===== config.mk =====
export PLATFORM = sky130hd
export DESIGN_NAME = frame_align_meter
export DESIGN_NICKNAME = d
export VERILOG_FILES = /design/src/rtl/frame_meas_pkg.sv /design/src/rtl/frame_align_ctrl.sv /design/src/rtl/frame_align_dp.sv /design/src/rtl/frame_align_meter.sv
export SDC_FILE = /design/constraint.sdc
export NUM_CORES = 1
export LEC_CHECK = 0
export BUFFER_PORTS_ARGS = -buffer_cell sky130_fd_sc_hd__buf_4
export CAP_MARGIN = 10
export CORE_ASPECT_RATIO = 1.75
export CORE_MARGIN = 2
export CORE_UTILIZATION = 49
export DETAILED_ROUTE_END_ITERATION = 7
export HOLD_SLACK_MARGIN = 0.12
export PLACE_DENSITY = 0.76
export SYNTH_ARGS = -nofsm -noshare
export SYNTH_HDL_FRONTEND = slang
export SYNTH_SLANG_ARGS = --single-unit

===== constraint.sdc =====
create_clock -name clk -period 2 [get_ports clk]
set_input_delay 0.1 -clock clk [delete_from_list [all_inputs] [get_ports clk]]
set_output_delay 0.1 -clock clk [all_outputs]
set_load 0.005 [all_outputs]

===== src/rtl/frame_meas_pkg.sv =====
package frame_meas_pkg;

  typedef enum logic [1:0] {
    MS_IDLE    = 2'd0,
    MS_ARMED   = 2'd1,
    MS_MEASURE = 2'd2,
    MS_DONE    = 2'd3
  } measState_t;

  // Strobes from control to datapath
  typedef struct packed {
    logic capture;   // latch count and phase, set done
    logic clearRes;  // empty the result word
  } measStrobe_t;

endpackage


===== src/rtl/frame_align_ctrl.sv =====
module frame_align_ctrl
  import frame_meas_pkg::*;
(
  input  logic        clk,
  input  logic        rstN,
  input  logic        framePulse,
  input  logic        startEval,
  input  logic        edgeSeen,
  output measStrobe_t strobes
);

  measState_t state, stateNext;
  logic startPrev;
  logic eligible;
  logic startRise, startFall;

  assign startRise = startEval && !startPrev;
  assign startFall = !startEval && startPrev;

  always_ff @(posedge clk or negedge rstN) begin
    if (!rstN) begin
      startPrev <= 1'b0;
      eligible  <= 1'b1;
      state     <= MS_IDLE;
    end else begin
      startPrev <= startEval;
      state     <= stateNext;
      // a quiet frame with start low re-qualifies the next rise
      if (startFall)
        eligible <= 1'b0;
      else if (framePulse && !startEval)
        eligible <= 1'b1;
    end
  end

  always_comb begin
    stateNext = state;
    if (startFall) begin
      stateNext = MS_IDLE;
    end else begin
      unique case (state)
        MS_IDLE:    if (startRise && eligible) stateNext = MS_ARMED;
        MS_ARMED:   if (framePulse)            stateNext = MS_MEASURE;
        MS_MEASURE: if (edgeSeen)              stateNext = MS_DONE;
        MS_DONE:    stateNext = MS_DONE;
        default:    stateNext = MS_IDLE;
      endcase
    end
  end

  always_comb begin
    strobes.clearRes = startFall;
    strobes.capture  = (state == MS_MEASURE) && edgeSeen && startEval;
  end

  a_r8_unqualified_rise: assert property (@(posedge clk) disable iff (!rstN)
    (state == MS_IDLE && startRise && !eligible) |=> (state == MS_IDLE));

  a_r7_strobe_exclusive: assert property (@(posedge clk) disable iff (!rstN)
    $onehot0({strobes.capture, strobes.clearRes}));

endmodule


===== src/rtl/frame_align_dp.sv =====
module frame_align_dp
  import frame_meas_pkg::*;
#(
  parameter int CNT_W = 11,
  parameter int RES_W = 16
) (
  input  logic             clk,
  input  logic             rstN,
  input  logic             framePulse,
  input  logic             gciMode,
  input  logic             evalIn,
  input  measStrobe_t      strobes,
  output logic             edgeSeen,
  output logic [RES_W-1:0] resultOut
);

  localparam int RSV_W = RES_W - CNT_W - 2;

  logic             curNorm;   // active edge normalised to a rise
  logic             negNorm;   // sampled at falling clock edge
  logic             prevNorm;  // sampled at previous rising edge
  logic             edgeHigh, edgeLow;
  logic [CNT_W-1:0] cycleCnt;
  logic [CNT_W-1:0] capCnt;
  logic             capPhase;
  logic             capDone;

  assign curNorm = evalIn ^ !gciMode;

  always_ff @(negedge clk or negedge rstN) begin
    if (!rstN) negNorm <= 1'b0;
    else       negNorm <= curNorm;
  end

  always_ff @(posedge clk or negedge rstN) begin
    if (!rstN) begin
      prevNorm <= 1'b0;
      cycleCnt <= '0;
    end else begin
      prevNorm <= curNorm;
      cycleCnt <= framePulse ? '0 : cycleCnt + 1'b1;
    end
  end

  // high half seen first by the falling-edge flop, low half by this edge
  assign edgeHigh = !prevNorm && negNorm;
  assign edgeLow  = !prevNorm && !negNorm && curNorm;
  assign edgeSeen = edgeHigh || edgeLow;

  always_ff @(posedge clk or negedge rstN) begin
    if (!rstN) begin
      capCnt   <= '0;
      capPhase <= 1'b0;
      capDone  <= 1'b0;
    end else if (strobes.clearRes) begin
      capCnt   <= '0;
      capPhase <= 1'b0;
      capDone  <= 1'b0;
    end else if (strobes.capture) begin
      capCnt   <= cycleCnt;
      capPhase <= edgeHigh;
      capDone  <= 1'b1;
    end
  end

  assign resultOut = {{RSV_W{1'b0}}, capDone, capPhase, capCnt};

endmodule


===== src/rtl/frame_align_meter.sv =====
module frame_align_meter
  import frame_meas_pkg::*;
#(
  parameter int CNT_W = 11,
  parameter int RES_W = 16
) (
  input  logic             clk,
  input  logic             rstN,
  input  logic             framePulse,
  input  logic             gciMode,
  input  logic             startEval,
  input  logic             evalIn,
  output logic [RES_W-1:0] resultOut
);

  localparam int DONE_BIT = CNT_W + 1;

  measStrobe_t strobes;
  logic        edgeSeen;

  frame_align_ctrl u_ctrl (
    .clk        (clk),
    .rstN       (rstN),
    .framePulse (framePulse),
    .startEval  (startEval),
    .edgeSeen   (edgeSeen),
    .strobes    (strobes)
  );

  frame_align_dp #(.CNT_W(CNT_W), .RES_W(RES_W)) u_dp (
    .clk        (clk),
    .rstN       (rstN),
    .framePulse (framePulse),
    .gciMode    (gciMode),
    .evalIn     (evalIn),
    .strobes    (strobes),
    .edgeSeen   (edgeSeen),
    .resultOut  (resultOut)
  );

  a_r9_reserved_zero: assert property (@(posedge clk) disable iff (!rstN)
    resultOut[RES_W-1:DONE_BIT+1] == '0);

  a_r7_zero_after_fall: assert property (@(posedge clk) disable iff (!rstN)
    $fell(startEval) |=> (resultOut == '0));

  a_r7_done_drops_on_fall: assert property (@(posedge clk) disable iff (!rstN)
    $fell(resultOut[DONE_BIT]) |-> !$past(startEval));

  a_r6_hold_result: assert property (@(posedge clk) disable iff (!rstN)
    (resultOut[DONE_BIT] && startEval) |=> $stable(resultOut));

  a_r2_done_needs_start: assert property (@(posedge clk) disable iff (!rstN)
    $rose(resultOut[DONE_BIT]) |-> $past(startEval));

endmodule


==> run_results.csv <==
group,metric,value,unit
run_status,status,"complete, but fails checks",
run_status,violations,"negative setup slack",
logic_synthesis,synth_edf_count,0,
logic_synthesis,synth_most_common_cell,"dfrtp_1",
routing,wire_per_inst,12.90,um
clock_network,cts.sinks,30,
setup_path,arrival,2.23,ns
floorplanning,dieArea,0.003197,sq mm
routing,antenna_left,0,
logic_synthesis,synth_warnings,0,
logic_synthesis,ys_ff_latch,30,
floorplanning,rows,25,
layout,drive_gt1_frac,0.2208,
setup_path,start_kind,"flip-flop",
setup_path,crit_chain,"o21ai_2 -> buf_12 -> mux2i_1",
global_route,grt_pass1_wl,4133,um
routing,drcViolationCount,0,
routing,drt-vias-per-instance,5.155,
clock_network,cts_root_buf,"clkbuf_8",
global_route,grtUsageTotal,0.1758,
floorplanning,start_util,0.5059,
setup_path,r2r-start,"u_dp.negNorm$_DFF_NN0_",
clock_network,ctsResizeCount,0,
clock_network,cts_buffers,5,
sta,slew_headroom,0.6640,
clock_network,post_cts_buffers,0,
placement,port-buffer-count,18,
logic_synthesis,synthCells,128,
global_route,grt_overflow_total,0,
logic_synthesis,yosys-top-cells-area,"dfrtp_1 52%, mux2i_1 8.2%, nand2_1 4.5%",
layout,finish.utilization,0.6071,
floorplanning,die_w,43.61,um
placement,dpl.hpwl,1701,um
flow_run,drv_cap,0,
sta,clock_skew,0.01309,ns
setup_path,rr_worst_depth,3,
logic_synthesis,ys.flop_type,"dfrtp_1",
layout,finalInstanceArea,0.001614,sq mm
logic_synthesis,yosys-top-cells-count,"28 x dfrtp_1, 16 x nand2_1, 14 x inv_1, 11 x mux2i_1, 11 x nor2_1",
sta,rsz0062_at_grt,"true",
sta,tightest_slew,0.5040,ns
placement,finalWeightedCongestion,0.7797,
logic_synthesis,async_flop_share,1.000,
layout,seqCellArea,752.0,sq um
routing,drtPass1Iterations,3,
layout,syn_to_final_growth,20.00,%
clock_network,clk_pin_slew_worst_paths,0.06,ns
setup_path,crit_fanout,12,
floorplanning,io_pins,22,
setup_path,critPathLaunch,"u_dp.negNorm$_DFF_NN0_",
setup_path,crit_type,"flip-flop to flip-flop",
sta,drv_slew,0,
sta,setup_viol,6,
floorplanning,die-height,73.31,um
logic_synthesis,synth_top_area_cell,"dfrtp_1",
sta,final_hold_viol_count,0,
sta,hold_ws,0.1534,ns
global_route,grt_pass1_vias,925,
clock_network,ctsHtreeMaxLevel,2,
setup_path,end_kind,"flip-flop",
floorplanning,coreArea,0.002659,sq mm
logic_synthesis,synth_top_area_frac,0.5209,
pwr,vdd_drop_max,0.0004295,V
setup_path,reg2reg_to,"u_dp.capCnt[2]$_DFFE_PN0P_",
setup_path,crit_end,"u_dp.capCnt[2]$_DFFE_PN0P_",
clock_network,ctsLongestPathBuffers,2,
logic_synthesis,synth_area_per_cell,10.51,sq um
pwr,leakage,0.0008053,uW
clock_network,insertion_delay,0.29,ns
setup_path,slowest_delay,0.36,ns
global_route,antenna_found_initial,0,
routing,vias,933,
pwr,p_per_area,807.3,mW/mm^2
layout,nFillCells,230,
layout,final_nets,160,
sta,worst_slack,-0.03260,ns
setup_path,cp_num_cells,3,
pwr,power,1303,uW
clock_network,cts_tree,"built",
routing,first_iter_violations,27,
logic_synthesis,synth_cell_types,31,
setup_path,critPathBufInv,1,
logic_synthesis,seq_area_frac_synth,0.5591,
worst_hold_path,hold_path.class,"primary input to flip-flop",
routing,wl,2335,um
global_route,grt_max_degree,30,
setup_path,crit_required,2.20,ns
layout,multi_input_area,495.5,sq um
placement,post_dp_cell_area,0.001504,sq mm
setup_path,crit_slowest_cell,"dfrtn_1",
layout,antennaDiodeCount,0,
logic_synthesis,syn_area,0.001345,sq mm
setup_path,crit_family,"flip-flops",
setup_path,r2r_setup_slack,-0.03,ns
[routing by layer]
layer	track usage	routed length (um)	part of all wire	vias to the layer above
met1	0.2016	940	0.40	450
li1	-	-	-	461
met2	0.2892	1246	0.53	15
met5	0	0	0	-
met4	0.09091	58	0.025	0
met3	0.05160	90	0.039	7
[sequential cells by signal (all words and copies together) (netlist names)]
| signal | flops |
|---|---|
| u_dp.capCnt | 11 |
| u_dp.cycleCnt | 11 |
| u_ctrl.state | 2 |
| u_ctrl.eligible | 1 |
| u_ctrl.startPrev | 1 |
| u_dp.capDone | 1 |
| u_dp.capPhase | 1 |
| u_dp.negNorm | 1 |
| u_dp.prevNorm | 1 |
[report_power, final]
part | internal, uW | switching, uW
Clock | 246 | 199
Combinational | 87.4 | 78.9
Sequential | 656 | 35.5
[kinds of logic (layout without fill, tap and decap cells)]
family | Yosys count | count (layout) | share of synthesized area
simple gates | 42 | 42 | 0.1554
flops | 30 | 30 | 0.5591
buf+inv | 22 | 46 | 0.07814
compound gates | 15 | 15 | 0.07070
mux | 13 | 13 | 0.09861
xor+xnor | 4 | 4 | 0.02604
fa+ha+maj | 1 | 1 | 0.009301
other cells | 1 | 3 | 0.002788
[worst min path at each step]
stage | from | to | slack [ns] | depth (start not counted)
after global placement | rstN | u_dp.capCnt[8]$_DFFE_PN0P_ | 0.15 | 2
after global routing | gciMode | u_dp.prevNorm$_DFF_PN0_ | 0.16 | 3
after detailed placement | rstN | u_dp.capCnt[8]$_DFFE_PN0P_ | 0.16 | 2
after CTS | gciMode | u_dp.prevNorm$_DFF_PN0_ | 0.14 | 3
final | gciMode | u_dp.prevNorm$_DFF_PN0_ | 0.15 | 3
after floorplan | rstN | u_ctrl.startPrev$_DFF_PN0_ | -0.20 | 0
[layout make-up]
class,count,share of cell area
Sequential cell,30,0.4659
Multi-Input combinational cell,78,0.3070
Timing Repair Buffer,24,0.1240
Clock buffer,8,0.04961
Inverter,14,0.03256
Tap cell,27,0.02093
[per-stage QoR]
stage | setup TNS, ns | setup WS (ns) | std cells
6_report | -0.09179 | -0.03260 | 181
5_1_grt | -0.8043 | -0.1029 | 181
3_3_place_gp | 0 | 0.04428 | 170
2_1_floorplan | 0 | 0.008152 | 130
4_1_cts | -0.1431 | -0.03437 | 181
3_5_place_dp | -0.04396 | -0.01643 | 170
[cells in the final DEF (no fill, tap or decap), drive strengths merged]
master / Yosys / final
dfrtp: 28 / 28
buf: 6 / 21
nand2: 16 / 16
inv: 14 / 14
nor2: 11 / 11
mux2i: 11 / 11
clkbuf: 2 / 8
a21oi: 6 / 6
xnor2: 4 / 4
o21ai: 4 / 4
nand3: 4 / 4
conb: 1 / 3
dlygate4sd3: 0 / 3
o31ai: 2 / 2
or4: 2 / 2
mux2: 2 / 2
nor2b: 2 / 2
or3: 2 / 2
nor3: 1 / 1
nor4: 1 / 1
nand2b: 1 / 1
and4bb: 1 / 1
o21bai: 1 / 1
nand4: 1 / 1
a32oi: 1 / 1
a32o: 1 / 1
ha: 1 / 1
dfstp: 1 / 1
dfrtn: 1 / 1
[what timing repair did]
item | in CTS | in global routing
setup endpoints to repair | 8 | 11
hold endpoints to repair | 39 | 0
cloned | 0 | 0
hold buffers | 3 | 0
[worst reg2reg max path, cell delays in order, from the launching register on]
cell	delay, ns
dfrtn_1	0.36
o21ai_2	0.19
buf_12	0.18
mux2i_1	0.21
Power figures use the tool's default switching activity.
